`config.mk`:
```
export PLATFORM = sky130hd
export DESIGN_NAME = sup_reset_gen
export DESIGN_NICKNAME = d
export VERILOG_FILES = /design/src/rtl/sup_reset_pkg.sv /design/src/rtl/sup_mr_sync.sv /design/src/rtl/sup_recovery_timer.sv /design/src/rtl/sup_reset_drive.sv /design/src/rtl/sup_reset_gen.sv
export SDC_FILE = /design/constraint.sdc
export NUM_CORES = 1
export LEC_CHECK = 0
export ABC_AREA = 1
export ABC_CLOCK_PERIOD_IN_PS = 1800
export BUFFER_PORTS_ARGS = -buffer_cell sky130_fd_sc_hd__buf_2
export CAP_MARGIN = 10
export CORE_ASPECT_RATIO = 0.6
export CORE_MARGIN = 3
export CORE_UTILIZATION = 55
export CTS_CLUSTER_SIZE = 40
export DETAILED_ROUTE_END_ITERATION = 12
export MAX_ROUTING_LAYER = met4
export PLACE_DENSITY = 0.72
export SLEW_MARGIN = 0
export SYNTH_ARGS = -nofsm -noshare
export SYNTH_HDL_FRONTEND = slang
export SYNTH_HIERARCHICAL = 1
export SYNTH_SLANG_ARGS = --single-unit
```
`constraint.sdc`:
```
create_clock -name clk_i -period 1.8 [get_ports clk_i]
set_input_delay 0.27 -clock clk_i [delete_from_list [all_inputs] [get_ports clk_i]]
set_output_delay 0.27 -clock clk_i [all_outputs]
set_load 0.01 [all_outputs]
```
`src/rtl/sup_reset_pkg.sv`:
```
package sup_reset_pkg;

  typedef enum logic {
    POL_LOW  = 1'b0,
    POL_HIGH = 1'b1
  } pol_e;

  function automatic int unsigned cnt_width(input int unsigned n);
    return (n < 2) ? 1 : $clog2(n);
  endfunction

endpackage

```
`src/rtl/sup_mr_sync.sv`:
```
module sup_mr_sync #(
  parameter int unsigned STAGES    = 2,
  parameter logic        RESET_VAL = 1'b1
) (
  input  logic clk_i,
  input  logic rst_ni,
  input  logic async_i,
  output logic sync_o
);

  logic [STAGES-1:0] chain_q;

  for (genvar g = 0; g < STAGES; g++) begin : g_stage
    if (g == 0) begin : g_first
      always_ff @(posedge clk_i or negedge rst_ni) begin
        if (!rst_ni) chain_q[g] <= RESET_VAL;
        else         chain_q[g] <= async_i;
      end
    end else begin : g_next
      always_ff @(posedge clk_i or negedge rst_ni) begin
        if (!rst_ni) chain_q[g] <= RESET_VAL;
        else         chain_q[g] <= chain_q[g-1];
      end
    end
  end

  assign sync_o = chain_q[STAGES-1];

endmodule

```
`src/rtl/sup_recovery_timer.sv`:
```
module sup_recovery_timer #(
  parameter int unsigned REC_CYCLES = 20_000_000
) (
  input  logic clk_i,
  input  logic rst_ni,
  input  logic cause_i,
  output logic active_o
);

  localparam int unsigned CNT_W = sup_reset_pkg::cnt_width(REC_CYCLES);
  localparam logic [CNT_W-1:0] LAST = CNT_W'(REC_CYCLES - 1);

  logic [CNT_W-1:0] cnt_q;
  logic             active_q;

  // any cause clears and holds the count; release on the last quiet cycle
  always_ff @(posedge clk_i or negedge rst_ni) begin
    if (!rst_ni) begin
      cnt_q    <= '0;
      active_q <= 1'b1;
    end else if (cause_i) begin
      cnt_q    <= '0;
      active_q <= 1'b1;
    end else if (active_q) begin
      if (cnt_q == LAST) begin
        cnt_q    <= '0;
        active_q <= 1'b0;
      end else begin
        cnt_q <= cnt_q + 1'b1;
      end
    end
  end

  assign active_o = active_q;

endmodule

```
`src/rtl/sup_reset_drive.sv`:
```
module sup_reset_drive #(
  parameter sup_reset_pkg::pol_e POLARITY = sup_reset_pkg::POL_LOW
) (
  input  logic active_i,
  output logic reset_o
);

  if (POLARITY == sup_reset_pkg::POL_HIGH) begin : g_high
    assign reset_o = active_i;
  end else begin : g_low
    assign reset_o = ~active_i;
  end

endmodule

```
`src/rtl/sup_reset_gen.sv`:
```
module sup_reset_gen #(
  parameter int unsigned         REC_CYCLES  = 20_000_000,
  parameter int unsigned         SYNC_STAGES = 2,
  parameter sup_reset_pkg::pol_e POLARITY    = sup_reset_pkg::POL_LOW
) (
  input  logic clk_i,
  input  logic rst_ni,
  input  logic supply_ok_i,
  input  logic man_rst_ni,
  output logic reset_o,
  output logic reset_active_o
);

  logic mr_sync_n;
  logic cause;
  logic active;

  sup_mr_sync #(
    .STAGES   (SYNC_STAGES),
    .RESET_VAL(1'b1)
  ) u_mr_sync (
    .clk_i  (clk_i),
    .rst_ni (rst_ni),
    .async_i(man_rst_ni),
    .sync_o (mr_sync_n)
  );

  assign cause = ~supply_ok_i | ~mr_sync_n;

  sup_recovery_timer #(
    .REC_CYCLES(REC_CYCLES)
  ) u_timer (
    .clk_i   (clk_i),
    .rst_ni  (rst_ni),
    .cause_i (cause),
    .active_o(active)
  );

  sup_reset_drive #(
    .POLARITY(POLARITY)
  ) u_drive (
    .active_i(active),
    .reset_o (reset_o)
  );

  assign reset_active_o = active;

endmodule

```
* Yosys cells after proc, flatten, opt, wreduce, memory -nomap -nowiden
Index checks and enable logic that the tools add are counted.
Operators by class: add/subtract/negate cells 1, equal/unequal tests 1, multiplexer cells 6, bitwise logic cells 4, reductions and logical operators 1
Operator list (count):
- $mux 25 | 3
- $add 25x1->25 const B | 1
- $eq 25x25->1 const B | 1
- $mux 1 | 3
- $not 1->1 | 3
- $reduce_bool 2->1 | 1
- $or 1x1->1 | 1
Storage, ports and cells: register bits 28, input bits 4, output and inout bits 2

* Depth between registers and ports, before layout
depth in word-level cells 4, gate-level depth with buffers 10, mapped depth without buffers 10

* Modules after synthesis
The synthesis kept the hierarchy.
Modules (own cells, without submodules):
- sup_recovery_timer | times used 1, cells an instance 235, area an instance 1750.4 um2
- sup_mr_sync | times used 1, cells an instance 2, area an instance 52.6 um2
- sup_reset_drive | times used 1, cells an instance 1, area an instance 3.8 um2
- sup_reset_gen | times used 1, cells an instance 1, area an instance 3.8 um2

* Least setup slack after synthesis
No wires, ideal clock.
kind flip-flop to flip-flop, from reg u_timer.cnt_q[0], to reg u_timer.cnt_q[3], data arrival time 1.347 ns, required time 1.671 ns, path slack 0.324 ns, stages on the path, launching flop included 10, cells stage by stage dfrtp_1 -> ha_1 -> nand2_2 -> nor2_4 -> nand2_4 -> nor2_4 -> nand2_2 -> nand3_4 -> buf_12 -> o22ai_2
On the way: word-level cells in the longest chain between the ends 4, elaborated cells on any way between the ends 5, those cells by class add/sub (1); eq/ne (1); mux (3)
RTL lines:
- start: declaration | RTL line sup_recovery_timer.sv:13 | logic [CNT_W-1:0] cnt_q;
- start signal: assignment | RTL line sup_recovery_timer.sv:29 | cnt_q <= cnt_q + 1'b1;
- $add 25x1->25 or $eq 25x25->1 (tied branches) | RTL line sup_recovery_timer.sv:29, sup_recovery_timer.sv:25
- $mux 25 (*) | RTL line sup_recovery_timer.sv:25 | if (cnt_q == LAST) begin
- $mux 25 (*) | RTL line sup_recovery_timer.sv:24 | end else if (active_q) begin
- $mux 25 (*) | RTL line sup_recovery_timer.sv:21 | end else if (cause_i) begin
Every way passes the cells marked *; elsewhere a longest branch is shown, timed or not. The select of a mux whose other input is x is not followed. A chain may end at the register's enable or synchronous reset.

* Final worst setup path
from reg u_timer.cnt_q[0], to reg u_timer.cnt_q[19]
The elaborated chain is that of the path after synthesis.

==> results_dict.tcl <==
set metrics [dict create \
    via_per_inst 5.07 \
    max_stage_delay_ns 0.41 \
    top_usage_layer "met1" \
    area.growth.synth_to_final_pct 6.08 \
    syn_area_um2 1810 \
    nets 253 \
    crit_family "simple AND/OR/NAND/NOR gates" \
    clkSinkCount 28 \
    ctsHoldBuffers 0 \
    synth_fp_nets 244 \
    use_met3_pct 4.84 \
    drt_iter0_drc 136 \
    critPathMaxFanout 16 \
    drtPass1Iterations 4 \
    synth_seq_cells 28 \
    ys_top_cells_by_area "dfrtp_1 35%, nand2_1 16%, nand3_1 5.3%, nor2_1 5.2%, inv_1 5.0%" \
    synth.yosys.seq_area_share_pct 38.9 \
    yosys_most_used_dff "dfrtp_1" \
    max_cap_violations 0 \
    synth_top_area_share_pct 34.6 \
    tns_ns 0 \
    violations "negative hold slack" \
    die_area_um2 4040 \
    gr-usage-met1_pct 34.8 \
    slew_violations 0 \
    gp_congestion 0.877 \
    synth_edf_count 0 \
    clock_skew_ns 0.0127 \
    cp_slowest_cell "dfrtp_1" \
    r2r_start "u_timer/cnt_q[0]" \
    start_kind "flip-flop" \
    fin_ws_ns 0.219 \
    ant_nets 0 \
    holdWs_ns -0.0227 \
    cts_buffers 3 \
    worstMarginPinSlew_ns 0.610 \
    crit_buf_inv 0 \
    leakage_nw 0.879 \
    cts_max_level 1 \
    yosysMostFrequentCell "nand2_1" \
    reg2reg_depth 8 \
    cts_setup_buffers 0 \
    grt_pass1_wl_um 6680 \
    routedWlPerCell_um 13.0 \
    hold_violations 25 \
    cts-resized-gates 0 \
    crit_chain "ha_1 > nand2_2 > nor2_4 > nand2_4 > nor2_4 > nand2_2 > nand3_4 > o21ai_1" \
    hold_class "in2async" \
    drc 0 \
    global_route.usage.met2_pct 29.4 \
    overflow 0 \
    drive_above_1_share_pct 18.2 \
    setup-violations-final 0 \
    timing_worst_setup_path_type "reg2reg" \
    period_minus_slack_ns 1.58 \
    relSlewSlack_pct 59.3 \
    startpoint "u_timer/cnt_q[0]" \
    clock.fmax_mhz 633 \
    clk_pin_slew_ns 0.10 \
    die_y_um 50.4 \
    worstPathArrival_ns 1.75 \
    cp-end-kind "flip-flop" \
    detailedPlace.worstSlack_ns 0.199 \
    fillCellCount 277 \
    antenna_cells 0 \
    coreArea_um2 3000 \
    globalRouteTotalUtil_pct 22.5 \
    clock_latency_ns 0.29 \
    ys_types 29 \
    rsz0062_at_grt "false" \
    initial_core_util_pct 60.3 \
    ir_drop_mv 0.395 \
    antenna_found_initial 0 \
    vias 1466 \
    wirelength_um 3760 \
    crit_required_ns 1.97 \
    rows 15 \
    r2r-end "u_timer/cnt_q[19]" \
    yosysWarnings 6 \
    port_buffers 5 \
    avgSynthCellArea_um2 7.58 \
    cts_tree "built" \
    timing.final.crit_share_pct 87.8 \
    dp_hpwl_um 2860 \
    yosysTopAreaCell "dfrtp_1" \
    grt_max_degree 29 \
    grt_pass1_vias 1379 \
    cts.root.buffer_cell "clkbuf_8" \
    async_reset_ff_share_pct 100 \
    status "finished, violations left" \
    io_pins 6 \
    clock_path_buffers 2 \
    power-per-cell-area_nw_per_um2 539 \
    syn_inst 239 \
    die_x_um 80.1 \
    r2r_slack_ns 0.22 \
    synth_common_cells "76 x nand2_1, 25 x dfrtp_1, 25 x nor2_1" \
]
report_power, final:
| group | internal [mW] | total (mW) | switching, mW |
|---|---|---|---|
| registers | 0.635 | 0.637 | 0.00262 |
| clock network | 0.159 | 0.362 | 0.202 |
| logic | 0.00814 | 0.0367 | 0.0286 |
cells in the final DEF, fill, tap and decap left out, types with 2 or more instances in the layout:
cell type and instances:
nand2_1 76, nor2_1 25, dfrtp_1 25, inv_1 24
nand3_1 19, xor2_1 7, o21ai_2 7, o21ai_1 7
buf_2 5, nand2_2 5, nor2_4 5, o21ai_0 5
inv_2 4, o22ai_2 4, nand4_1 4, clkbuf_8 3
dfstp_2 3, xnor2_1 3, nand2_4 2, nor2_2 2
buf_4 2
sequential cells by signal, indices dropped and copies added, names as in the netlist:
signal / cells
u_timer/cnt_q: 25
u_timer/active_o: 1
u_mr_sync/sync_o: 1
u_mr_sync/chain_q: 1
layer usage:
layer	wire length [um]	up-vias
met3	206	4
li1	-	773
met4	41	0
met1	2070	653
met2	1440	36
met5	0	-
per-stage QoR:
stage	util, %	power (mW)	instances	instance area, um^2	hold WS, ns
detailed placement	62.5	0.688	285	1880	0.322
global placement	62.5	0.687	285	1880	0.320
finish	64.0	1.04	289	1920	-0.0227
CTS	64.0	1.05	289	1920	0.00703
global route	64.0	1.07	289	1920	0.0324
floorplan	-	0.672	239	1810	-0.0256
cell type report:
| cell class | instances | area, um^2 | share of cell area, % |
|---|---|---|---|
| multi-input combinational | 180 | 973 | 50.7 |
| tap | 42 | 52.6 | 2.74 |
| clock buffer | 4 | 45.0 | 2.35 |
| timing repair buffer | 7 | 40.0 | 2.08 |
| inverter | 28 | 105 | 5.47 |
| sequential | 28 | 704 | 36.7 |
how the worst max path moves through the flow:
stage,to,slack (ns),cells after the start
finish,u_timer/cnt_q[19],0.22,8
global placement,u_timer/cnt_q[10],0.25,8
floorplan,u_timer/cnt_q[3],0.32,9
detailed placement,u_timer/cnt_q[19],0.20,8
CTS,u_timer/cnt_q[19],0.19,8
global route,u_timer/cnt_q[10],0.03,8
logic make-up after synthesis:
kind of cell	share of synthesized area (%)
adder cells (fa/ha/maj)	0.691
flip-flops	38.9
XOR/XNOR	4.84
AND/OR/NAND/NOR	37.7
AO/OA/AOI/OAI	10.6
buffers and inverters	7.33
Power figures use the tool's default switching activity.
